**config.mk**
```make
export PLATFORM = sky130hd
export DESIGN_NAME = erase_range_walker
export DESIGN_NICKNAME = d
export VERILOG_FILES = /design/src/rtl/erase_range_walker.sv
export SDC_FILE = /design/constraint.sdc
export NUM_CORES = 1
export LEC_CHECK = 0
export CAP_MARGIN = 20
export CORE_MARGIN = 5
export CORE_UTILIZATION = 48
export CTS_BUF_LIST = sky130_fd_sc_hd__clkbuf_4
export CTS_CLUSTER_SIZE = 24
export DETAILED_ROUTE_END_ITERATION = 10
export GPL_ROUTABILITY_DRIVEN = 0
export PLACE_DENSITY = 0.74
export SLEW_MARGIN = 20
export SYNTH_ARGS = -nofsm -noshare
export SYNTH_HDL_FRONTEND = slang
export SYNTH_SLANG_ARGS = --single-unit
```
**constraint.sdc**
```tcl
create_clock -name clk -period 6.1 [get_ports clk]
set_clock_uncertainty 0.05 [all_clocks]
set_input_delay 1.22 -clock clk [delete_from_list [all_inputs] [get_ports clk]]
set_output_delay 1.22 -clock clk [all_outputs]
set_load 0.02 [all_outputs]
```
**src/rtl/erase_range_walker.sv**
```systemverilog
module erase_range_walker #(
  parameter int AW     = 32,
  parameter int R0_BLK = 32'h4000,
  parameter int R0_N   = 8,
  parameter int R1_BLK = 32'h20000,
  parameter int R1_N   = 31,
  parameter int CW     = $clog2(R0_N + R1_N + 1)
) (
  input  logic          clk,
  input  logic          rst_n,
  input  logic          req_valid,
  input  logic [AW-1:0] req_addr,
  input  logic [AW-1:0] req_len,
  output logic          busy,
  output logic          er_start,
  output logic [AW-1:0] er_addr,
  input  logic          er_done,
  input  logic          er_fail,
  output logic          rsp_valid,
  output logic [1:0]    rsp_code,
  output logic [CW-1:0] blk_count
);

  localparam logic [AW:0] R1_OFF  = (AW+1)'(R0_BLK) * (AW+1)'(R0_N);
  localparam logic [AW:0] DEV_END = R1_OFF + (AW+1)'(R1_BLK) * (AW+1)'(R1_N);
  localparam logic [AW:0] M0      = (AW+1)'(R0_BLK - 1);
  localparam logic [AW:0] M1      = (AW+1)'(R1_BLK - 1);

  localparam logic [1:0] C_DONE = 2'b00;
  localparam logic [1:0] C_BAD  = 2'b01;
  localparam logic [1:0] C_FAIL = 2'b10;

  typedef enum logic [1:0] {S_IDLE, S_ISSUE, S_WAIT} state_t;
  state_t state;

  logic [AW-1:0] cur_addr, rem;
  logic          in_main;

  wire [AW:0] req_start  = {1'b0, req_addr};
  wire [AW:0] req_end    = req_start + {1'b0, req_len};
  wire        start_main = req_start >= R1_OFF;
  wire        end_main   = req_end >= R1_OFF;
  wire        range_bad  = req_end > DEV_END;
  wire        start_bad  = (req_start & (start_main ? M1 : M0)) != '0;
  wire        end_bad    = (req_end & (end_main ? M1 : M0)) != '0;
  wire        req_bad    = range_bad | start_bad | end_bad;

  wire [AW-1:0] step      = in_main ? AW'(R1_BLK) : AW'(R0_BLK);
  wire [AW-1:0] next_addr = cur_addr + step;
  wire          last_blk  = rem == step;

  assign busy     = state != S_IDLE;
  assign er_start = state == S_ISSUE;
  assign er_addr  = cur_addr;

  always_ff @(posedge clk) begin
    if (!rst_n) begin
      state     <= S_IDLE;
      cur_addr  <= '0;
      rem       <= '0;
      in_main   <= 1'b0;
      blk_count <= '0;
      rsp_valid <= 1'b0;
      rsp_code  <= C_DONE;
    end else begin
      rsp_valid <= 1'b0;
      case (state)
        S_IDLE: if (req_valid) begin
          blk_count <= '0;
          cur_addr  <= req_addr;
          rem       <= req_len;
          in_main   <= start_main;
          if (req_bad) begin
            rsp_valid <= 1'b1;
            rsp_code  <= C_BAD;
          end else if (req_len == '0) begin
            rsp_valid <= 1'b1;
            rsp_code  <= C_DONE;
          end else begin
            state <= S_ISSUE;
          end
        end
        S_ISSUE: state <= S_WAIT;
        S_WAIT: if (er_done) begin
          if (er_fail) begin
            state     <= S_IDLE;
            rsp_valid <= 1'b1;
            rsp_code  <= C_FAIL;
          end else begin
            blk_count <= blk_count + 1'b1;
            cur_addr  <= next_addr;
            rem       <= rem - step;
            if (!in_main && {1'b0, next_addr} == R1_OFF) in_main <= 1'b1;
            if (last_blk) begin
              state     <= S_IDLE;
              rsp_valid <= 1'b1;
              rsp_code  <= C_DONE;
            end else begin
              state <= S_ISSUE;
            end
          end
        end
        default: state <= S_IDLE;
      endcase
    end
  end


  pulse_single_chk: assert property (@(posedge clk) disable iff (!rst_n)
    er_start |=> !er_start);


  start_aligned_chk: assert property (@(posedge clk) disable iff (!rst_n)
    er_start |-> (({1'b0, er_addr} & M0) == '0) &&
                 ({1'b0, er_addr} < R1_OFF || (({1'b0, er_addr} & M1) == '0)));


  start_in_range_chk: assert property (@(posedge clk) disable iff (!rst_n)
    er_start |-> {1'b0, er_addr} < DEV_END);


  rsp_pulse_chk: assert property (@(posedge clk) disable iff (!rst_n)
    rsp_valid |=> !rsp_valid);


  bad_no_blocks_chk: assert property (@(posedge clk) disable iff (!rst_n)
    (rsp_valid && rsp_code == C_BAD) |-> blk_count == '0);


  busy_hold_addr_chk: assert property (@(posedge clk) disable iff (!rst_n)
    (busy && $past(busy) && !$past(er_done)) |-> $stable(er_addr));


  no_issue_on_rsp_chk: assert property (@(posedge clk) disable iff (!rst_n)
    rsp_valid |-> !er_start);

endmodule

```
# ---- Word level (Yosys, flattened, before mapping)
# Index checks and enable logic that the tools add are counted.
dict set report word_totals {
  input_bits 69
  out_inout_bits 43
  ram_bits 0
  rom_bits 0
  reg_bits 76
  memories 0
  latch_bits 0
  wordCells 83
}
dict set report classes {
  reduce_logical 12
  n_mux 41
  order_cmp 3
  n_mul 0
  shift 0
  bitwise_logic 4
  eq_ne 12
  n_div 0
  n_addsub 4
}
# op n
set ops {}
lappend ops {{$mux W32} 6}
lappend ops {{$pmux W32 S2} 2}
lappend ops {{$reduce_bool A33 Y1} 2}
lappend ops {{$mux W17} 2}
lappend ops {{$add A32 B32 Y33} 1}
lappend ops {{$and A33 B17 Y33} 1}
lappend ops {{$ge A33 B18 Y1 const B} 1}
lappend ops {{$gt A33 B23 Y1 const B} 1}
lappend ops {{$add A32 B18 Y32} 1}
lappend ops {{$and A32 B17 Y32} 1}
lappend ops {{$eq A32 B18 Y1} 1}
lappend ops {{$eq A32 B18 Y1 const B} 1}
lappend ops {{$ge A32 B18 Y1 const B} 1}
lappend ops {{$logic_not A32 Y1} 1}
lappend ops {{$sub A32 B18 Y32} 1}
lappend ops {{$mux W2} 10}
lappend ops {{$mux W18} 1}
lappend ops {{$mux W6} 3}
lappend ops {{$mux W1} 12}
lappend ops {{$ne A2 B2 Y1 const B} 6}
lappend ops {{$pmux W6 S2} 1}
lappend ops {{$reduce_and A5 Y1} 2}
lappend ops {{$reduce_and A4 Y1} 2}
lappend ops {{$add A6 B1 Y6 const B} 1}
lappend ops {{11 further kinds} 15}

# ---- Longest topological paths before layout
dict set report logic_depth {
  depth_word 9
  depth_mapped 15
  depth_no_buf 13
}

# ---- Worst setup path before layout
# OpenSTA, ideal clock, no wires.
dict set report synth_timing {
  path_type {input port to flip-flop}
  start {input port req_addr[0]}
  end {register rsp_valid}
  path_buffers 0
  required_ps 5935
  path_stages 12
  setup_ps 115
  path_slack_ps 1318
  arrival_time_ps 4617
  path_cell_list {ha_1 -> fa_1 -> xor2_1 -> or4_1 -> nor4_1 -> nand4_1 -> nor4b_2 -> nand4b_1 -> or4_1 -> or4_4 -> o31a_1 -> and2_1}
}
dict set report synth_between {
  elab_chain_cells 9
  word_cells_on_any_way 15
  cone_classes {1 x add/sub; 3 x order compare; 5 x mux; 4 x bitwise; 2 x reduce/logical}
}
# item line_no
set synth_lines {}
lappend synth_lines {{start, declared} 12} ;# input logic [AW-1:0] req_addr,
lappend synth_lines {{$add A32 B32 Y33 or $ge A32 B18 Y1 (tied branches)} {40, 41}}
lappend synth_lines {{$ge A33 B18 Y1 or $mux W17 (tied branches)} {42, 44}}
lappend synth_lines {{$mux W17 or $and A32 B17 Y32 (tied branches)} {45, 44}}
lappend synth_lines {{$and A33 B17 Y33 or $reduce_bool A33 Y1 (tied branches)} {45, 44}}
lappend synth_lines {{$reduce_bool A33 Y1 or $or A1 B1 Y1 (tied branches)} {45, 46}}
lappend synth_lines {{$or A1 B1 Y1 *} 46} ;# wire req_bad = range_bad | start_bad | end_bad;
lappend synth_lines {{$mux W1 *} 73} ;# if (req_bad) begin
lappend synth_lines {{$mux W1 *} 68} ;# S_IDLE: if (req_valid) begin
lappend synth_lines {{$pmux W1 S2 *} 67} ;# case (state)
lappend synth_lines {{end signal, assigned} 66} ;# rsp_valid <= 1'b0;
lappend synth_lines {{end signal, assigned} 74} ;# rsp_valid <= 1'b1;
lappend synth_lines {{end signal, assigned} 77} ;# rsp_valid <= 1'b1;
lappend synth_lines {{end, declared} 19} ;# output logic rsp_valid,
# Mark *: on every way between the ends. The rest lies on a longest branch, timed or not.
# A chain may end at the register's enable or synchronous reset.

# ---- Worst setup path after layout
dict set report layout_timing {
  start {input port req_len[0]}
  end {register rsp_valid}
}
dict set report layout_between {
  elab_chain_cells 9
  word_cells_on_any_way 13
  cone_classes {1 x add/sub; 2 x order compare; 5 x mux; 3 x bitwise; 2 x reduce/logical}
}
# item line_no
set layout_lines {}
lappend layout_lines {{start, declared} 13} ;# input logic [AW-1:0] req_len,
lappend layout_lines {{$add A32 B32 Y33} 40} ;# wire [AW:0] req_end = req_start + {1'b0, req_len};
lappend layout_lines {{$ge A33 B18 Y1} 42} ;# wire end_main = req_end >= R1_OFF;
lappend layout_lines {{$mux W17} 45} ;# wire end_bad = (req_end & (end_main ? M1 : M0)) != '0;
lappend layout_lines {{$and A33 B17 Y33} 45}
lappend layout_lines {{$reduce_bool A33 Y1} 45}
lappend layout_lines {{$or A1 B1 Y1} 46}
lappend layout_lines {{$mux W1 *} 73}
lappend layout_lines {{$mux W1 *} 68}
lappend layout_lines {{$pmux W1 S2 *} 67}
# Marked as above.

==> out/results.txt <==
Die area: 15600 um2
Die Wd: 125 um
WHS Path Cells: 2
DP Wirelength: 16.1 mm
Ant diodes: 0
Most common cell on crit path: or4_1
Cell variety after synth: 70
Outcome: completed
Cell Area, Placed: 7480 um2
Post-route cell area: 7630 um2
Synth Area per Inst: 7.11 um2
Final Critical Period: 5.04 ns
Core ar.: 13100 um2
Avg WL per Cell: 18.5 um
Synth area leaders: dfxtp_1, ha_1, nand2_1, o21ai_0, a21oi_1
Most common flop cell mapped by yosys: dfxtp_1
Required @ worst endpoint: 6.42 ns
Rows: 42
TritonCTS clock tree: done
Maximum fanout along the worst path: 3
Largest net degree at the start of global routing: 76
CP Cell Sequence: clkdlybuf4s50_1 -> ha_1 -> fa_1 -> xor2_1 -> or4_1 -> nor4_1 -> nand4_1 -> nor4b_2 -> nand4b_1 -> or4_1 -> or4_4 -> o31a_1 -> and2_1
Total chip power: 1.36 mW
Top-area cell type share of the netlist area: 24.0%
1st-pass router iterations: 5
Unrepaired setup endpoints after global routing: false
CTS Hold Bufs: 0
Max Clk Rate: 198 MHz
IO Pins: 112
Worst IR drop on VDD: 0.000113 V
Worst-Skew Late Latency: 0.46 ns
Worst Reg2Reg Path Length in Cells: 12
Final slew viol count: 0
Cell taking the most area after synthesis: dfxtp_1
Cells after Synth: 891
Slew at the pin closest to its max-slew limit: 1.05 ns
Starting density of the core: 48.4%
Final Non-Filler Cells: 1144
Final ANT Viol Nets: 0
Yosys warns: 0
EDFF count, synth: 0
Critical Path End Type: flop
Grt ovf: 0
CP startpoint kind: input pin
Gr usage total: 26.0%
Chip height: 125 um
Post-CTS setup buffers: 0
Setup TNS: 0 ns
Vias: 6944
Cell depth of the worst setup path: 13
Reg clk slew, reported paths: 0.13 ns
Synthesized Nets: 1000
# DRC: 0
Number of max-cap violations: 0
Tcrit/Tclk final: 82.7%
Crit-path slowest cell: or4_4
Pleak: 2.93 nW
Seq/Total Area, Yosys: 24.0%
First-pass GRT wire length: 33.5 mm
Root buf cell: clkbuf_4
WP data arrival: 5.37 ns
Cell class contributing the biggest share of worst-path delay: simple AND/OR/NAND/NOR gates
CP max stage delay: 0.58 ns
Initial DRC count: 615
Placed cell count: 1128
H-tree Lvls: 3
Area grow syn2layout: 20.4%
Final WL: 21.2 mm
Total CTS buffers: 9
Ys async rst share: 0%
Clock sinks: 76
Slew Limit Headroom: 29.8%
CTS max path bufs: 2
Endpoints failing hold: 0
Total Nets Final: 1072
Most frequent cells in the layout: nand2_1, clkdlybuf4s50_1, nor2_1
Hold Crit Class: reg2reg
Buf/Inv on CP: 1
PortBufs: 111
Via-to-Cell Ratio: 6.07
Most common cell after layout, fill and taps aside: nand2_1
Cell area after synthesis: 6340 um2
Share of cells above drive strength 1: 3.93%
Critical path class: in2reg
#FFs+latches synth: 76
Initial antenna violation count: 1
CTS-repair resized insts: 0
Pwr Density: 178 nW/um2
Hold WS: 0.424 ns
Vias in the first global route: 6408
Setup violators final: 0
through the flow:
step           utilization, %  worst slack, ns
6_report                 58.3             1.06
5_1_grt                  58.3            0.930
4_1_cts                  58.3             1.10
3_5_place_dp             57.2            0.593
3_3_place_gp             57.2            0.625
2_1_floorplan               -             1.32
cells in the mapped netlist (all sizes together) (9+ instances only):
master,number
a21o,11
inv,16
dfxtp,76
and2,25
xor2,15
nor4,30
and3,15
a22oi,16
nor2b,12
o21ai,79
xnor2,10
nand2,130
a21boi,33
ha,39
nand3,20
nor2,79
a21oi,63
nor3,26
buf,11
o211ai,9
nand4,24
clkbuf,44
area by class of cell:
type | instances | area (um2)
fillers | 1267 | 5460
multi-input cells | 744 | 4540
flip-flops and latches | 76 | 1520
repair buffers | 116 | 1140
well taps | 176 | 220
clock inverters | 7 | 76.3
clock buffers | 9 | 67.6
inverters | 16 | 60.1
worst reg2reg max path, cell delays in order, from the launching register on:
cell and delay, ns:
dfxtp_1 0.36, inv_1 0.15, ha_1 0.24, ha_1 0.25, a31oi_1 0.24, nor4b_1 0.64, and3_1 0.39, and3_1 0.23
and3_1 0.27, a31oi_1 0.12, a2111oi_0 0.45, o21ai_0 0.16, a21oi_1 0.19
kinds of logic (layout without fill, tap and decap cells):
| group | count (synthesis) | count (layout) | share of synthesized area (%) |
|---|---|---|---|
| buffers and inverters | 71 | 148 | 4.58 |
| adders and majority gates | 40 | 40 | 8.02 |
| DFF | 76 | 76 | 24.0 |
| xor gates and xnor gates | 25 | 25 | 3.46 |
| and+or+nand+nor | 387 | 387 | 29.8 |
| AOI/OAI and AO/OA | 288 | 288 | 29.5 |
| muxes | 4 | 4 | 0.632 |
sequential cells by signal (all words and copies together) (netlist names):
register,flops
er_addr,32
rem,32
in_main,1
rsp_code,2
state,2
rsp_valid,1
blk_count,6
per-layer routing:
metal / wire length (um) / global-route usage, % / part of all wire [%]
met3: 1680 / 6.69 / 7.9
met4: 505 / 7.91 / 2.4
met5: 0 / 0 / 0
met2: 9430 / 41.4 / 45
met1: 9550 / 34.6 / 45
final timing paths:
| kind | start | to | slack [ns] |
|---|---|---|---|
| min reg2reg | rem[9] | rem[9] | 0.42 |
| max reg2reg | in_main | in_main | 2.30 |
| max | req_len[0] | rsp_valid | 1.06 |
| min | rem[9] | rem[9] | 0.42 |
power breakdown:
group	switching [mW]	internal, mW	total, mW
clock network	0.200	0.127	0.327
registers	0.0275	0.522	0.550
logic	0.277	0.202	0.479
(Power assumes the default switching activity.)
